### src/rtl/pcs_pkg.sv
package pcs_pkg;

  localparam logic [7:0] DIRECT_TAG = 8'h03;

  typedef struct packed {
    logic [7:0] r;
    logic [7:0] g;
    logic [7:0] b;
  } rgb_t;

  typedef struct packed {
    logic direct;
    logic bgr;
    rgb_t rgb;
  } meta_t;

  function automatic logic [31:0] pack_px(input logic bgr, input rgb_t c);
    if (bgr) return {8'h00, c.b, c.g, c.r};
    return {8'h00, c.r, c.g, c.b};
  endfunction

endpackage

### src/rtl/pcs_tag_decode.sv
module pcs_tag_decode
  import pcs_pkg::*;
(
  input  logic [31:0] ctrl_word,
  input  logic [31:0] true_word,
  output logic        direct,
  output rgb_t        colour
);

  logic unused_bits;

  assign direct   = (ctrl_word[31:24] == DIRECT_TAG);
  assign colour.r = true_word[7:0];
  assign colour.g = true_word[15:8];
  assign colour.b = true_word[23:16];
  assign unused_bits = ^{ctrl_word[23:0], true_word[31:24]};

endmodule

### src/rtl/pcs_delay.sv
module pcs_delay #(
  parameter int W   = 8,
  parameter int LAT = 2
) (
  input  logic         clk,
  input  logic         rst,
  input  logic         in_valid,
  input  logic [W-1:0] in_data,
  output logic         out_valid,
  output logic [W-1:0] out_data
);

  logic         v [LAT];
  logic [W-1:0] d [LAT];

  for (genvar g = 0; g < LAT; g++) begin : g_stage
    if (g == 0) begin : g_first
      always_ff @(posedge clk) begin
        if (rst) v[0] <= 1'b0;
        else     v[0] <= in_valid;
        d[0] <= in_data;
      end
    end else begin : g_next
      always_ff @(posedge clk) begin
        if (rst) v[g] <= 1'b0;
        else     v[g] <= v[g-1];
        d[g] <= d[g-1];
      end
    end
  end

  assign out_valid = v[LAT-1];
  assign out_data  = d[LAT-1];

endmodule

### src/rtl/pcs_fifo.sv
module pcs_fifo #(
  parameter int W     = 32,
  parameter int DEPTH = 5
) (
  input  logic         clk,
  input  logic         rst,
  input  logic         push,
  input  logic [W-1:0] push_data,
  input  logic         pop,
  output logic         not_empty,
  output logic [W-1:0] head
);

  localparam int AW = (DEPTH > 1) ? $clog2(DEPTH) : 1;
  localparam int CW = $clog2(DEPTH + 1);
  localparam logic [AW-1:0] LAST = AW'(DEPTH - 1);
  localparam logic [CW-1:0] FULL = CW'(DEPTH);

  logic [W-1:0]  mem [DEPTH];
  logic [AW-1:0] wr_ptr, rd_ptr;
  logic [CW-1:0] count;

  always_ff @(posedge clk) begin
    if (push) mem[wr_ptr] <= push_data;
  end

  always_ff @(posedge clk) begin
    if (rst) begin
      wr_ptr <= '0;
      rd_ptr <= '0;
      count  <= '0;
    end else begin
      if (push) wr_ptr <= (wr_ptr == LAST) ? '0 : wr_ptr + 1'b1;
      if (pop)  rd_ptr <= (rd_ptr == LAST) ? '0 : rd_ptr + 1'b1;
      case ({push, pop})
        2'b10:   count <= count + 1'b1;
        2'b01:   count <= count - 1'b1;
        default: count <= count;
      endcase
    end
  end

  assign not_empty = (count != '0);
  assign head      = mem[rd_ptr];

  assert_no_overflow_R8: assert property (@(posedge clk) disable iff (rst)
    push |-> (count < FULL) || pop);

  assert_no_underflow_R8: assert property (@(posedge clk) disable iff (rst)
    pop |-> count != '0);

endmodule

### src/rtl/pix_colour_select.sv
module pix_colour_select
  import pcs_pkg::*;
#(
  parameter int PAL_LAT    = 2,
  parameter int FIFO_DEPTH = PAL_LAT + 3,
  parameter int IDX_W      = 8
) (
  input  logic             clk,
  input  logic             rst,
  input  logic             cfg_bgr,
  input  logic             in_valid,
  output logic             in_ready,
  input  logic [IDX_W-1:0] in_index,
  input  logic [31:0]      in_true,
  input  logic [31:0]      in_ctrl,
  output logic             pal_rd_en,
  output logic [IDX_W-1:0] pal_rd_addr,
  input  logic [23:0]      pal_rd_data,
  output logic             out_valid,
  input  logic             out_ready,
  output logic [31:0]      out_pixel
);

  localparam int MW = $bits(meta_t);
  localparam int OW = $clog2(FIFO_DEPTH + 1);
  localparam logic [OW-1:0] CAP = OW'(FIFO_DEPTH);

  logic in_fire, out_fire;
  assign in_fire  = in_valid & in_ready;
  assign out_fire = out_valid & out_ready;

  // Mode decode and direct-colour unpack
  logic dec_direct;
  rgb_t dec_rgb;

  pcs_tag_decode u_dec (
    .ctrl_word (in_ctrl),
    .true_word (in_true),
    .direct    (dec_direct),
    .colour    (dec_rgb)
  );

  // Issue stage: registered palette address
  logic             s0_valid;
  meta_t            s0_meta;
  logic [IDX_W-1:0] s0_idx;

  always_ff @(posedge clk) begin
    if (rst) s0_valid <= 1'b0;
    else     s0_valid <= in_fire;
    if (in_fire) begin
      s0_meta <= '{direct: dec_direct, bgr: cfg_bgr, rgb: dec_rgb};
      s0_idx  <= in_index;
    end
  end

  assign pal_rd_en   = s0_valid & ~s0_meta.direct;
  assign pal_rd_addr = s0_idx;

  // Latency match for the direct path
  logic          dl_valid;
  logic [MW-1:0] dl_bits;
  meta_t         dl_meta;

  pcs_delay #(.W(MW), .LAT(PAL_LAT)) u_delay (
    .clk       (clk),
    .rst       (rst),
    .in_valid  (s0_valid),
    .in_data   (s0_meta),
    .out_valid (dl_valid),
    .out_data  (dl_bits)
  );

  assign dl_meta = meta_t'(dl_bits);

  // Colour merge and channel packing
  rgb_t        sel_rgb;
  logic [31:0] merged_px;

  always_comb begin
    sel_rgb   = dl_meta.direct ? dl_meta.rgb : rgb_t'(pal_rd_data);
    merged_px = pack_px(dl_meta.bgr, sel_rgb);
  end

  // Output queue
  pcs_fifo #(.W(32), .DEPTH(FIFO_DEPTH)) u_fifo (
    .clk       (clk),
    .rst       (rst),
    .push      (dl_valid),
    .push_data (merged_px),
    .pop       (out_fire),
    .not_empty (out_valid),
    .head      (out_pixel)
  );

  // Occupancy credit: pixels anywhere between acceptance and output
  logic [OW-1:0] occ;

  always_ff @(posedge clk) begin
    if (rst) occ <= '0;
    else begin
      case ({in_fire, out_fire})
        2'b10:   occ <= occ + 1'b1;
        2'b01:   occ <= occ - 1'b1;
        default: occ <= occ;
      endcase
    end
  end

  assign in_ready = (occ < CAP);

  assert_hold_R8: assert property (@(posedge clk) disable iff (rst)
    out_valid && !out_ready |=> out_valid && $stable(out_pixel));

  assert_top_byte_R6: assert property (@(posedge clk) disable iff (rst)
    out_valid |-> out_pixel[31:24] == 8'h00);

  assert_no_pal_direct_R3: assert property (@(posedge clk) disable iff (rst)
    in_valid && in_ready && (in_ctrl[31:24] == DIRECT_TAG) |=> !pal_rd_en);

  assert_pal_read_R3: assert property (@(posedge clk) disable iff (rst)
    in_valid && in_ready && (in_ctrl[31:24] != DIRECT_TAG)
      |=> pal_rd_en && (pal_rd_addr == $past(in_index)));

endmodule

### config.mk
export PLATFORM = sky130hd
export DESIGN_NAME = pix_colour_select
export DESIGN_NICKNAME = d
export VERILOG_FILES = /design/src/rtl/pcs_pkg.sv /design/src/rtl/pcs_tag_decode.sv /design/src/rtl/pcs_delay.sv /design/src/rtl/pcs_fifo.sv /design/src/rtl/pix_colour_select.sv
export SDC_FILE = /design/constraint.sdc
export NUM_CORES = 1
export LEC_CHECK = 0
export BUFFER_PORTS_ARGS = -buffer_cell sky130_fd_sc_hd__buf_4
export CAP_MARGIN = 20
export CORE_MARGIN = 5
export CORE_UTILIZATION = 45
export CTS_CLUSTER_SIZE = 30
export DETAILED_ROUTE_END_ITERATION = 8
export GPL_ROUTABILITY_DRIVEN = 0
export PLACE_DENSITY = 0.62
export SKIP_LAST_GASP = 1
export SLEW_MARGIN = 20
export SYNTH_ARGS = -nofsm -noshare
export SYNTH_HDL_FRONTEND = slang
export SYNTH_HIERARCHICAL = 1
export SYNTH_SLANG_ARGS = --single-unit
export TNS_END_PERCENT = 1
### constraint.sdc
create_clock -name clk -period 7.7 [get_ports clk]
set_input_delay 0.77 -clock clk [delete_from_list [all_inputs] [get_ports clk]]
set_output_delay 0.77 -clock clk [all_outputs]
set_load 0.05 [all_outputs]
---- Word level (Yosys, flattened, before mapping) ----
Memories as Yosys holds them, arrays and structs flattened. A register that Yosys moved wholly into a read port is not among the register bits.
Cells that the tools add are included.
storage, ports and cells
  word-level logic and storage cells ...... 54
  bits in writable memories ............... 214
  bits of input ports ..................... 101
  memories kept ........................... 3
  register bits after elaboration ......... 47
  output and inout port bits .............. 43
operators by class
  bitwise logic cells ..................... 6
  equality and inequality tests ........... 7
  add/subtract/negate cells ............... 6
  reductions and logical operators ........ 3
  multiplexer cells ....................... 17
  order comparisons ....................... 1
memories
  name        words  width  read ports  clocked after memory_dff  wr ports  line             text
  u_fifo.mem  5      32     1           1                         1         pcs_fifo.sv:19   logic [W-1:0] mem [DEPTH];
  u_delay.d   2      26     2           0                         2         pcs_delay.sv:14  logic [W-1:0] d [LAT];
  u_delay.v   2      1      2           0                         2         pcs_delay.sv:13  logic v [LAT];
operators by type and width
  operator                                             number
  2-to-1 mux 32 bit                                    2
  2-to-1 mux 24 bit                                    1
  adder 3 x 1 -> 3 bit, second input constant          4
  2-to-1 mux 3 bit                                     4
  case mux 3 bit (2 select lines)                      2
  equality test 8 x 2 -> 1 bit, second input constant  1
  2-to-1 mux 1 bit                                     8
  equality test 3 bit, second input constant           2
  subtractor 3 x 1 -> 3 bit, second input constant     2
  equality test 2 x 1 -> 1 bit, second input constant  2
  equality test 2 bit, second input constant           2
  nonzero test 2 bit                                   2
  AND 1 bit                                            3
  less-than comparator 3 bit, second input constant    1
  nonzero test 3 bit                                   1
  bitwise OR 1 bit                                     2
  NOT 1 bit                                            1

---- Logic depth before layout (Yosys ltp) ----
  word-level depth ........................ 4
  depth in mapped cells ................... 8
  gate-level depth less buffers ........... 8

---- By module ----
Netlist, hierarchy kept.
modules (own cells, without submodules)
  module             instances  area an instance (µm²)  cells an instance  sequential area each (µm²)
  pcs_fifo           1          6,766.5                 404                5,044.8
  pix_colour_select  1          1,737.9                 88                 1,101.1
  pcs_delay          1          1,288.7                 82                 1,081.0
  pcs_tag_decode     1          203.9                   27                 0.0

---- Least setup slack after synthesis ----
No wires, ideal clock.
  path type ............................... register to register
  start ................................... reg u_fifo.wr_ptr[0]
  end ..................................... mem u_fifo.mem[4][0], enable pin
  buffers on the path ..................... 0
  arrival ................................. 2.884 ns
  setup time .............................. 0.468 ns
  cell stages (with the launch flop) ...... 4
  clock period less this slack ............ 3.352 ns
  setup slack ............................. 4.348 ns
  required time ........................... 7.232 ns
  cell sequence ........................... dfxtp_1 inv_1 nand2_1 nor3b_1
RTL lines
  element                 line            text
  start, declared         pcs_fifo.sv:20  logic [AW-1:0] wr_ptr, rd_ptr;
  start signal, assigned  pcs_fifo.sv:33  if (push) wr_ptr <= (wr_ptr == LAST) ? '0 : wr_ptr + 1'b1;
  end, declared           pcs_fifo.sv:19
No word-level cell before the write port.

==> out/qor.yml <==
run_status:
  status: "finished clean"
clock_network:
  clk_pin_slew_worst_paths_ns: 0.05
  cts_resized: 0
  clkLatencyLatePin_ns: 0.51
  cts_tree: "done"
  htree_num_levels: 1
  cts_buffer_depth: 3
  holdBufCountCts: 0
  cts_root_buf: "clkbuf_16"
  numClockSinks: 264
  cts_setup_buffers: 0
  cts_buffers: 27
place:
  hpwl_um: 10600
  port_buffers: 111
job:
  max_cap_violations: 0
timing:
  setup_tns_ns: 0
  clock_skew_ns: 0.00760
  slew_headroom_pct: 32.7
  drv_slew: 0
  finalHoldViolCount: 0
  max_freq_ghz: 0.268
  finalCritPeriodShare_pct: 48.4
  rsz0062_at_grt: "false"
  period_needed_ns: 3.73
  setup_viol: 0
  whs_ns: 0.324
  tightest_slew_ns: 1.01
worst_setup_path:
  cp_top_family: "flip-flops"
  crit_chain: "nand2b_4 > a211oi_1 > a221oi_1 > buf_4"
  worst-path-buf-inv: 1
  crit_path_top_delay_cell: "dfxtp_2"
  cp-start-kind: "register"
  rrSetupSlack_ns: 5.41
  critPathKind: "reg -> out"
  worstSetupEndpointType: "primary output"
  critPathArrivalTime_ns: 2.96
  max_stage_delay_ns: 0.99
  critPathMaxFanout: 34
  required_ns: 6.93
power:
  p_sw_share_pct: 22.0
  p_per_area_mw_per_mm2: 260
  p_seq_share_pct: 52.1
  p_sw_uw: 671
  p_leak_uw: 0.00423
  p_comb_share_pct: 9.4
  internal_power_uw: 2390
  pwr-share-clk_pct: 38.4
  ir_drop_v: 0.000174
floorplanning:
  ios: 144
  rows: 54
  die_width_um: 159
  design.core.area_mm2: 0.0218
  die_height_um: 159
  die_area_mm2: 0.0253
  start_util_pct: 45.8
grt:
  grt_usage_pct: 13.1
  antenna_found_initial: 0
  grt_max_degree: 97
  first_global_vias: 5255
  grt_pass1_wl_um: 27400
  grt-ovfl-total: 0
synthesis:
  ys_warn_count: 6
  synth_edf_count: 194
  ys_ff_latch: 264
  yosysSeqAreaShare_pct: 72.3
  synth_top_area_share_pct: 58.3
  ys_types: 37
  netlist_top_cells_count: "edfxtp_1, dfxtp_1, buf_4"
  ys_top_cells_by_area: "edfxtp_1, dfxtp_1, buf_4"
  async_flop_share_pct: 0
  syn_area_mm2: 0.0100
  yosys.cell_count.top_type: "edfxtp_1"
  avgSynthCellArea_um2: 16.6
  yosys.area.top_type: "edfxtp_1"
  ys.flop_type: "edfxtp_1"
  synthCells: 601
route:
  dr.first_iter.drc_count: 230
  viasPerCell: 4.86
  firstDrtPassIters: 4
  wire_per_inst_um: 16.6
  drc: 0
  antenna_left: 0
  drt_wl_total_um: 16800
  num_vias: 4909
final_layout:
  num_antenna_cells: 0
  drive_above_1_share_pct: 27.5
  finalNetCount: 822
  multi_input_area_mm2: 0.00222
  utilization_pct: 53.8
  nFillCells: 1750
  area_growth_syn_to_layout_pct: 17.5
  seqCellArea_mm2: 0.00723
hold_path:
  hold_class: "reg -> reg"
[power by group through the flow]
stage          Combinational, uW  Clock, uW  Sequential (uW)
2_1_floorplan                220          0             1630
3_3_place_gp                 281          0             1620
3_5_place_dp                 292          0             1620
4_1_cts                      293       1220             1590
5_1_grt                      312       1280             1600
6_report                     288       1180             1590
[state kept, by name (all words and copies together), names as in the netlist, named ones only]
name           count
u_fifo/mem       160
s0_meta           26
u_fifo/wr_ptr      3
u_fifo/count       3
u_delay/d         52
u_fifo/rd_ptr      3
u_delay/v          2
pal_rd_addr        8
s0_valid           1
occ                3
[metal layers]
layer	up-vias	global-route usage [%]	part of all wire, %
li1	2379	-	-
met1	2362	16.9	42
met2	126	22.2	49
met3	42	3.47	6.6
met4	0	3.49	2.5
met5	-	0	0
[cells in the final DEF (no fill, tap or decap), types with 2 or more instances in the layout]
cell | synthesis | final
nand3_1 | 3 | 3
fa_1 | 2 | 2
clkbuf_1 | 3 | 7
clkbuf_8 | 0 | 3
mux4_2 | 14 | 14
inv_1 | 41 | 41
nor2b_1 | 36 | 36
a221oi_2 | 13 | 13
buf_12 | 2 | 2
or3_1 | 3 | 3
nor2_1 | 11 | 8
xor2_1 | 3 | 3
clkinv_1 | 0 | 5
mux4_1 | 2 | 2
clkinv_2 | 0 | 4
clkbuf_16 | 0 | 27
a211oi_1 | 32 | 32
ha_1 | 6 | 6
mux2_2 | 8 | 8
edfxtp_1 | 194 | 194
buf_16 | 0 | 2
a221oi_1 | 19 | 19
nor2_4 | 0 | 3
o21ai_0 | 5 | 5
nand2_1 | 9 | 9
conb_1 | 1 | 40
a21oi_1 | 7 | 7
dfxtp_1 | 70 | 68
buf_4 | 54 | 116
mux2i_1 | 34 | 34
[stage by stage]
stage / total power [uW] / instances / worst slack, ns / cell area (um2)
2_1_floorplan: 1850 / 640 / 4.35 / 10100
3_3_place_gp: 1900 / 960 / 4.43 / 10800
3_5_place_dp: 1920 / 963 / 4.49 / 10900
4_1_cts: 3100 / 1010 / 3.93 / 11700
5_1_grt: 3190 / 1011 / 3.82 / 11700
6_report: 3060 / 1011 / 3.97 / 11700
[final cells by class]
class / count / share of cell area (%)
clock buffer: 37 / 6.33
clock inverter: 10 / 0.586
timing repair buffer: 121 / 8.32
tap: 280 / 2.98
sequential: 264 / 61.6
multi-input combinational: 258 / 18.9
inverter: 41 / 1.31
[final timing paths]
path / from / to / cells after the start
worst max-delay path: register / out_pixel[18] / 4
worst max register to register: u_fifo/count[0] / u_fifo/count[2] / 7
worst min register to register: u_delay/d[0][11] / u_delay/d[0][37] / 0
worst min-delay path: u_delay/d[0][11] / u_delay/d[0][37] / 0
[cells by family (layout without fill, tap and decap cells)]
logic type                 count (synthesis)  after routing  share of synthesized area (%)
AOI/OAI and AO/OA                         77             77                           6.70
xor gates and xnor gates                   4              4                          0.351
adders and majority gates                  8              8                           1.15
buffers and inverters                    118            209                           7.43
DFF                                      264            264                           72.3
muxes                                     58             58                           7.99
other                                      1             40                         0.0375
and+or+nand+nor                           71             71                           4.06
Note: power is estimated with default switching activity, not from simulation.
